[config.mk]
export PLATFORM = sky130hd
export DESIGN_NAME = txn_rwset_ctrl
export DESIGN_NICKNAME = d
export VERILOG_FILES = /design/src/rtl/txn_rwset_ctrl.sv
export SDC_FILE = /design/constraint.sdc
export NUM_CORES = 1
export LEC_CHECK = 0
export ABC_AREA = 0
export BUFFER_PORTS_ARGS = -buffer_cell sky130_fd_sc_hd__buf_4
export CORE_ASPECT_RATIO = 0.75
export CORE_MARGIN = 5
export CORE_UTILIZATION = 55
export DETAILED_ROUTE_END_ITERATION = 10
export HOLD_SLACK_MARGIN = 0.06
export PLACE_DENSITY = 0.82
export SETUP_SLACK_MARGIN = 0.3
export SYNTH_ARGS = -nofsm -noshare
export SYNTH_HDL_FRONTEND = slang
export SYNTH_SLANG_ARGS = --single-unit
[constraint.sdc]
create_clock -name clk -period 5.3 [get_ports clk]
set_clock_uncertainty 0.1 [all_clocks]
set_input_delay 0.53 -clock clk [delete_from_list [all_inputs] [get_ports clk]]
set_output_delay 0.53 -clock clk [all_outputs]
set_load 0.02 [all_outputs]
[src/rtl/txn_rwset_ctrl.sv]
module txn_rwset_ctrl #(
  parameter int ADDR_W = 12,
  parameter int IDX_W  = 4
) (
  input  logic              clk,
  input  logic              rst_n,
  input  logic              tx_begin,
  input  logic              tx_end,
  input  logic              acc_valid,
  input  logic              acc_write,
  input  logic [ADDR_W-1:0] acc_addr,
  input  logic              snoop_valid,
  input  logic              snoop_write,
  input  logic [ADDR_W-1:0] snoop_addr,
  input  logic              log_durable,
  input  logic              data_durable,
  output logic [2:0]        txn_state,
  output logic              begin_err,
  output logic              overflow,
  output logic              look_hit,
  output logic              look_rd,
  output logic              look_wr
);
  localparam int LINES = 1 << IDX_W;
  localparam int TAG_W = ADDR_W - IDX_W;

  typedef enum logic [2:0] {
    S_IDLE = 3'd0, S_ACTIVE = 3'd1, S_COMMIT = 3'd2, S_CDONE = 3'd3, S_ABORT = 3'd4
  } st_t;

  st_t              st_q;
  logic             end_seen_q;
  logic [LINES-1:0] vld_q, rm_q, wm_q;
  logic [TAG_W-1:0] tag_q [LINES];

  wire [IDX_W-1:0] a_idx = acc_addr[IDX_W-1:0];
  wire [TAG_W-1:0] a_tag = acc_addr[ADDR_W-1:IDX_W];
  wire [IDX_W-1:0] s_idx = snoop_addr[IDX_W-1:0];
  wire [TAG_W-1:0] s_tag = snoop_addr[ADDR_W-1:IDX_W];

  wire active   = (st_q == S_ACTIVE);
  wire s_hit    = vld_q[s_idx] && (tag_q[s_idx] == s_tag);
  wire s_marked = snoop_write ? (rm_q[s_idx] | wm_q[s_idx]) : wm_q[s_idx];
  wire conflict = active && snoop_valid && s_hit && s_marked;
  wire go_commit = active && !conflict && (end_seen_q || tx_end) && log_durable;
  wire acc_go   = acc_valid && !conflict && !go_commit;
  wire spill    = acc_go && !look_hit && vld_q[a_idx] && (rm_q[a_idx] | wm_q[a_idx]);

  assign look_hit  = vld_q[a_idx] && (tag_q[a_idx] == a_tag);
  assign look_rd   = look_hit && rm_q[a_idx];
  assign look_wr   = look_hit && wm_q[a_idx];
  assign txn_state = st_q;

  always_ff @(posedge clk) begin
    if (!rst_n) begin
      st_q       <= S_IDLE;
      end_seen_q <= 1'b0;
      begin_err  <= 1'b0;
      overflow   <= 1'b0;
    end else begin
      begin_err <= tx_begin && (st_q != S_IDLE);
      if (spill) overflow <= 1'b1;
      unique case (st_q)
        S_IDLE: if (tx_begin) begin
          st_q       <= S_ACTIVE;
          end_seen_q <= 1'b0;
          overflow   <= 1'b0;
        end
        S_ACTIVE: begin
          if (tx_end) end_seen_q <= 1'b1;
          if (conflict)       st_q <= S_ABORT;
          else if (go_commit) st_q <= S_COMMIT;
        end
        S_COMMIT: if (data_durable) st_q <= S_CDONE;
        S_CDONE:  st_q <= S_IDLE;
        S_ABORT:  st_q <= S_IDLE;
        default:  st_q <= S_IDLE;
      endcase
    end
  end

  always_ff @(posedge clk) begin
    if (!rst_n) begin
      vld_q <= '0;
      rm_q  <= '0;
      wm_q  <= '0;
    end else if (conflict) begin
      vld_q <= vld_q & ~wm_q;
      rm_q  <= '0;
      wm_q  <= '0;
    end else if (go_commit) begin
      rm_q <= '0;
      wm_q <= '0;
    end else if (acc_go) begin
      if (!look_hit) begin
        vld_q[a_idx] <= 1'b1;
        rm_q[a_idx]  <= active && !acc_write;
        wm_q[a_idx]  <= active && acc_write;
      end else if (active) begin
        if (acc_write) wm_q[a_idx] <= 1'b1;
        else           rm_q[a_idx] <= 1'b1;
      end
    end
  end

  always_ff @(posedge clk) begin
    if (acc_go && !look_hit) tag_q[a_idx] <= a_tag;
  end
endmodule

==> results.md <==
* Drt pass-1 iters at 5
* Sinks on Clock Net at 182
* Syn avg cell area at 15.2 um^2
* Horiz. Die Dim at 161 um
* Total track usage at 0.264
* Initial antenna violation count at 0
* Worst Tran Pin Value at 0.908 ns
* DRC viols at 0
* Top-count cell post-synth: edfxtp_1
* Final Max Tran Viols at 0
* Routability Congestion at 0.908
* Core area at 16800 um^2
* CTS tree: built
* Placement Setup Slack at 0.670 ns
* Ports at 42
* H-tree levels at 4
* Clk root buf: clkbuf_16
* First-pass GRT wire length at 38300 um
* Distinct cell type count after synthesis at 56
* Worst Setup End Kind: register
* Post-DP HPWL at 16300 um
* Largest net degree at the start of global routing at 46
* ANT nets after route at 0
* Syn Inst Count at 619
* Area of the die at 19900 um^2
* DR vias/cell at 7.20
* Min-delay worst type: in2reg
* Fmax at 0.233 GHz
* Initial core utilization at 0.560
* Final worst setup slack at 1.01 ns
* Placement Cell Area at 9810 um^2
* Async SR Flop Fraction at 0
* Leading area contributor after synthesis: edfxtp_1
* Area Growth Syn to Fin at 10.4%
* Status: completed
* Post-synth net total at 653
* Static leakage at 3.53 nW
* Iter 0 DRT Violations at 986
* Remaining Overflow, GRT at 0
* Largest cells by area after synthesis: edfxtp_1, mux4_2, dfxtp_1
* Row count at 41
* I/O Buffers at 41
* Tmin final at 4.29 ns
* Layout cell share with drive strength beyond 1 at 0.301
* Share of the synthesized area in the top cell type at 0.408
* Final Cell Area at 10400 um^2
* MaxCap Viol Count at 0
* Die Y at 123 um
* Fin crit share at 0.810
* RSZ-0062 raised after global routing: false
* Sequential share of the synthesized area at 0.523
* Top cells by count, synth: edfxtp_1, mux4_2, dfxtp_1
* Diode count at 0
* Maximum vdd drop at 0.233 mV
* Critical path type: in2reg
* Postcts setup bufs at 0
* Vias at 6276
* Clk_lat worst skew at 0.44 ns
* Worst slew margin at 0.393
* Post-synth EDFFs at 128
* Final nets at 678
* CTS Buffer Depth at 2
* Num CTS Buffers at 17
* Top_reg_cell synth: edfxtp_1
* Crit path DAT at 4.28 ns
* Number of global-route vias before repair at 6323
* Crit Path Max Fanout at 38
* CTS clk-pin slew, worst paths at 0.07 ns
* Post-cts resize count at 0
* Final TNS setup at 0 ns
* Synthesis-stage register bit count at 182
* Final WL at 25500 um
* Cell Pwr Density at 301 nW/um^2
* Post-CTS Hold Fix Bufs at 0
* Ys Warns at 0
* Final hold vios at 0
* Setup violations, final at 0
* Wirelength per Cell at 29.2 um
* Mapped cell area at 9420 um^2
* Setup crit start kind: primary input
* Required @ worst endpoint at 5.29 ns
flip-flops by register name, indices dropped and copies added (netlist names):
signal      count
begin_err       1
vld_q          16
rm_q           16
wm_q           16
txn_state       3
tag_q         128
overflow        1
end_seen_q      1
routing by layer:
layer | global-route usage | vias to the layer above | wire, um
met3 | 0.105 | 54 | 3530
met1 | 0.360 | 3176 | 9780
met4 | 0.0773 | 0 | 558
met5 | 0 | - | 0
met2 | 0.396 | 498 | 11600
li1 | - | 2548 | -
through the flow:
step	hold WS, ns	total power, W	std cells	utilization
final	0.258	0.00313	872	0.618
after global routing	0.255	0.00322	872	0.618
after CTS	0.247	0.00312	872	0.618
after detailed placement	0.369	0.00187	840	0.583
after global placement	0.358	0.00186	840	0.583
after floorplan	0.358	0.00178	619	-
logic make-up after synthesis:
family / after synthesis / share of synthesized area
xor gates and xnor gates: 26 / 0.0242
buffers and inverters: 84 / 0.0464
AOI/OAI and AO/OA: 90 / 0.0752
muxes: 125 / 0.254
and+or+nand+nor: 112 / 0.0772
DFF: 182 / 0.523
path summary, 6_finish.rpt:
kind                            depth (start not counted)  slack, ns     endpoint          start
worst max register to register                          9       1.50  tag_q[3][1]        wm_q[7]
worst max-delay path                                   10       1.01  tag_q[3][1]  snoop_addr[0]
worst min-delay path                                    2       0.26    begin_err       tx_begin
worst min register to register                          1       0.38     overflow       overflow
critical path: stages:
cell and delay [ns]:
buf_4 0.58, mux4_2 0.60, nor3_2 0.16, a21oi_1 0.09, a2111oi_1 0.56, nor4_2 0.13, nand4_2 0.37, buf_4 0.34
or4b_4 0.52, inv_1 0.35
cell usage in the layout (no fill, tap or decap), types with 6 or more instances in the layout:
cell type and n:
a21boi_1 7, nor2_1 17, o21a_1 11, o21ai_0 15, or4b_4 9, nor4b_2 7, mux4_2 86, xnor2_1 18
nand2b_1 11, nor3_1 12, o32ai_1 14, buf_4 56, nand2_1 27, mux2i_1 33, edfxtp_1 128, dfxtp_1 54
clkbuf_16 17, xor2_1 8, a32o_1 18, inv_1 34, nand3_1 6
report_power, final:
part	internal, W	total [W]	switching (W)
Sequential	0.00154	0.00155	0.0000113
Clock	0.000671	0.00128	0.000610
Combinational	0.000129	0.000303	0.000174
Total	0.00234	0.00313	0.000795
final cells by class:
cell class / count / area, um^2
clock buffers: 18 / 429
clock inverters: 14 / 163
fillers: 1196 / 6420
inverters: 34 / 128
multi-input cells: 353 / 4070
flip-flops and latches: 182 / 4920
well taps: 215 / 269
repair buffers: 56 / 420
Note: power is estimated with default switching activity, not from simulation.
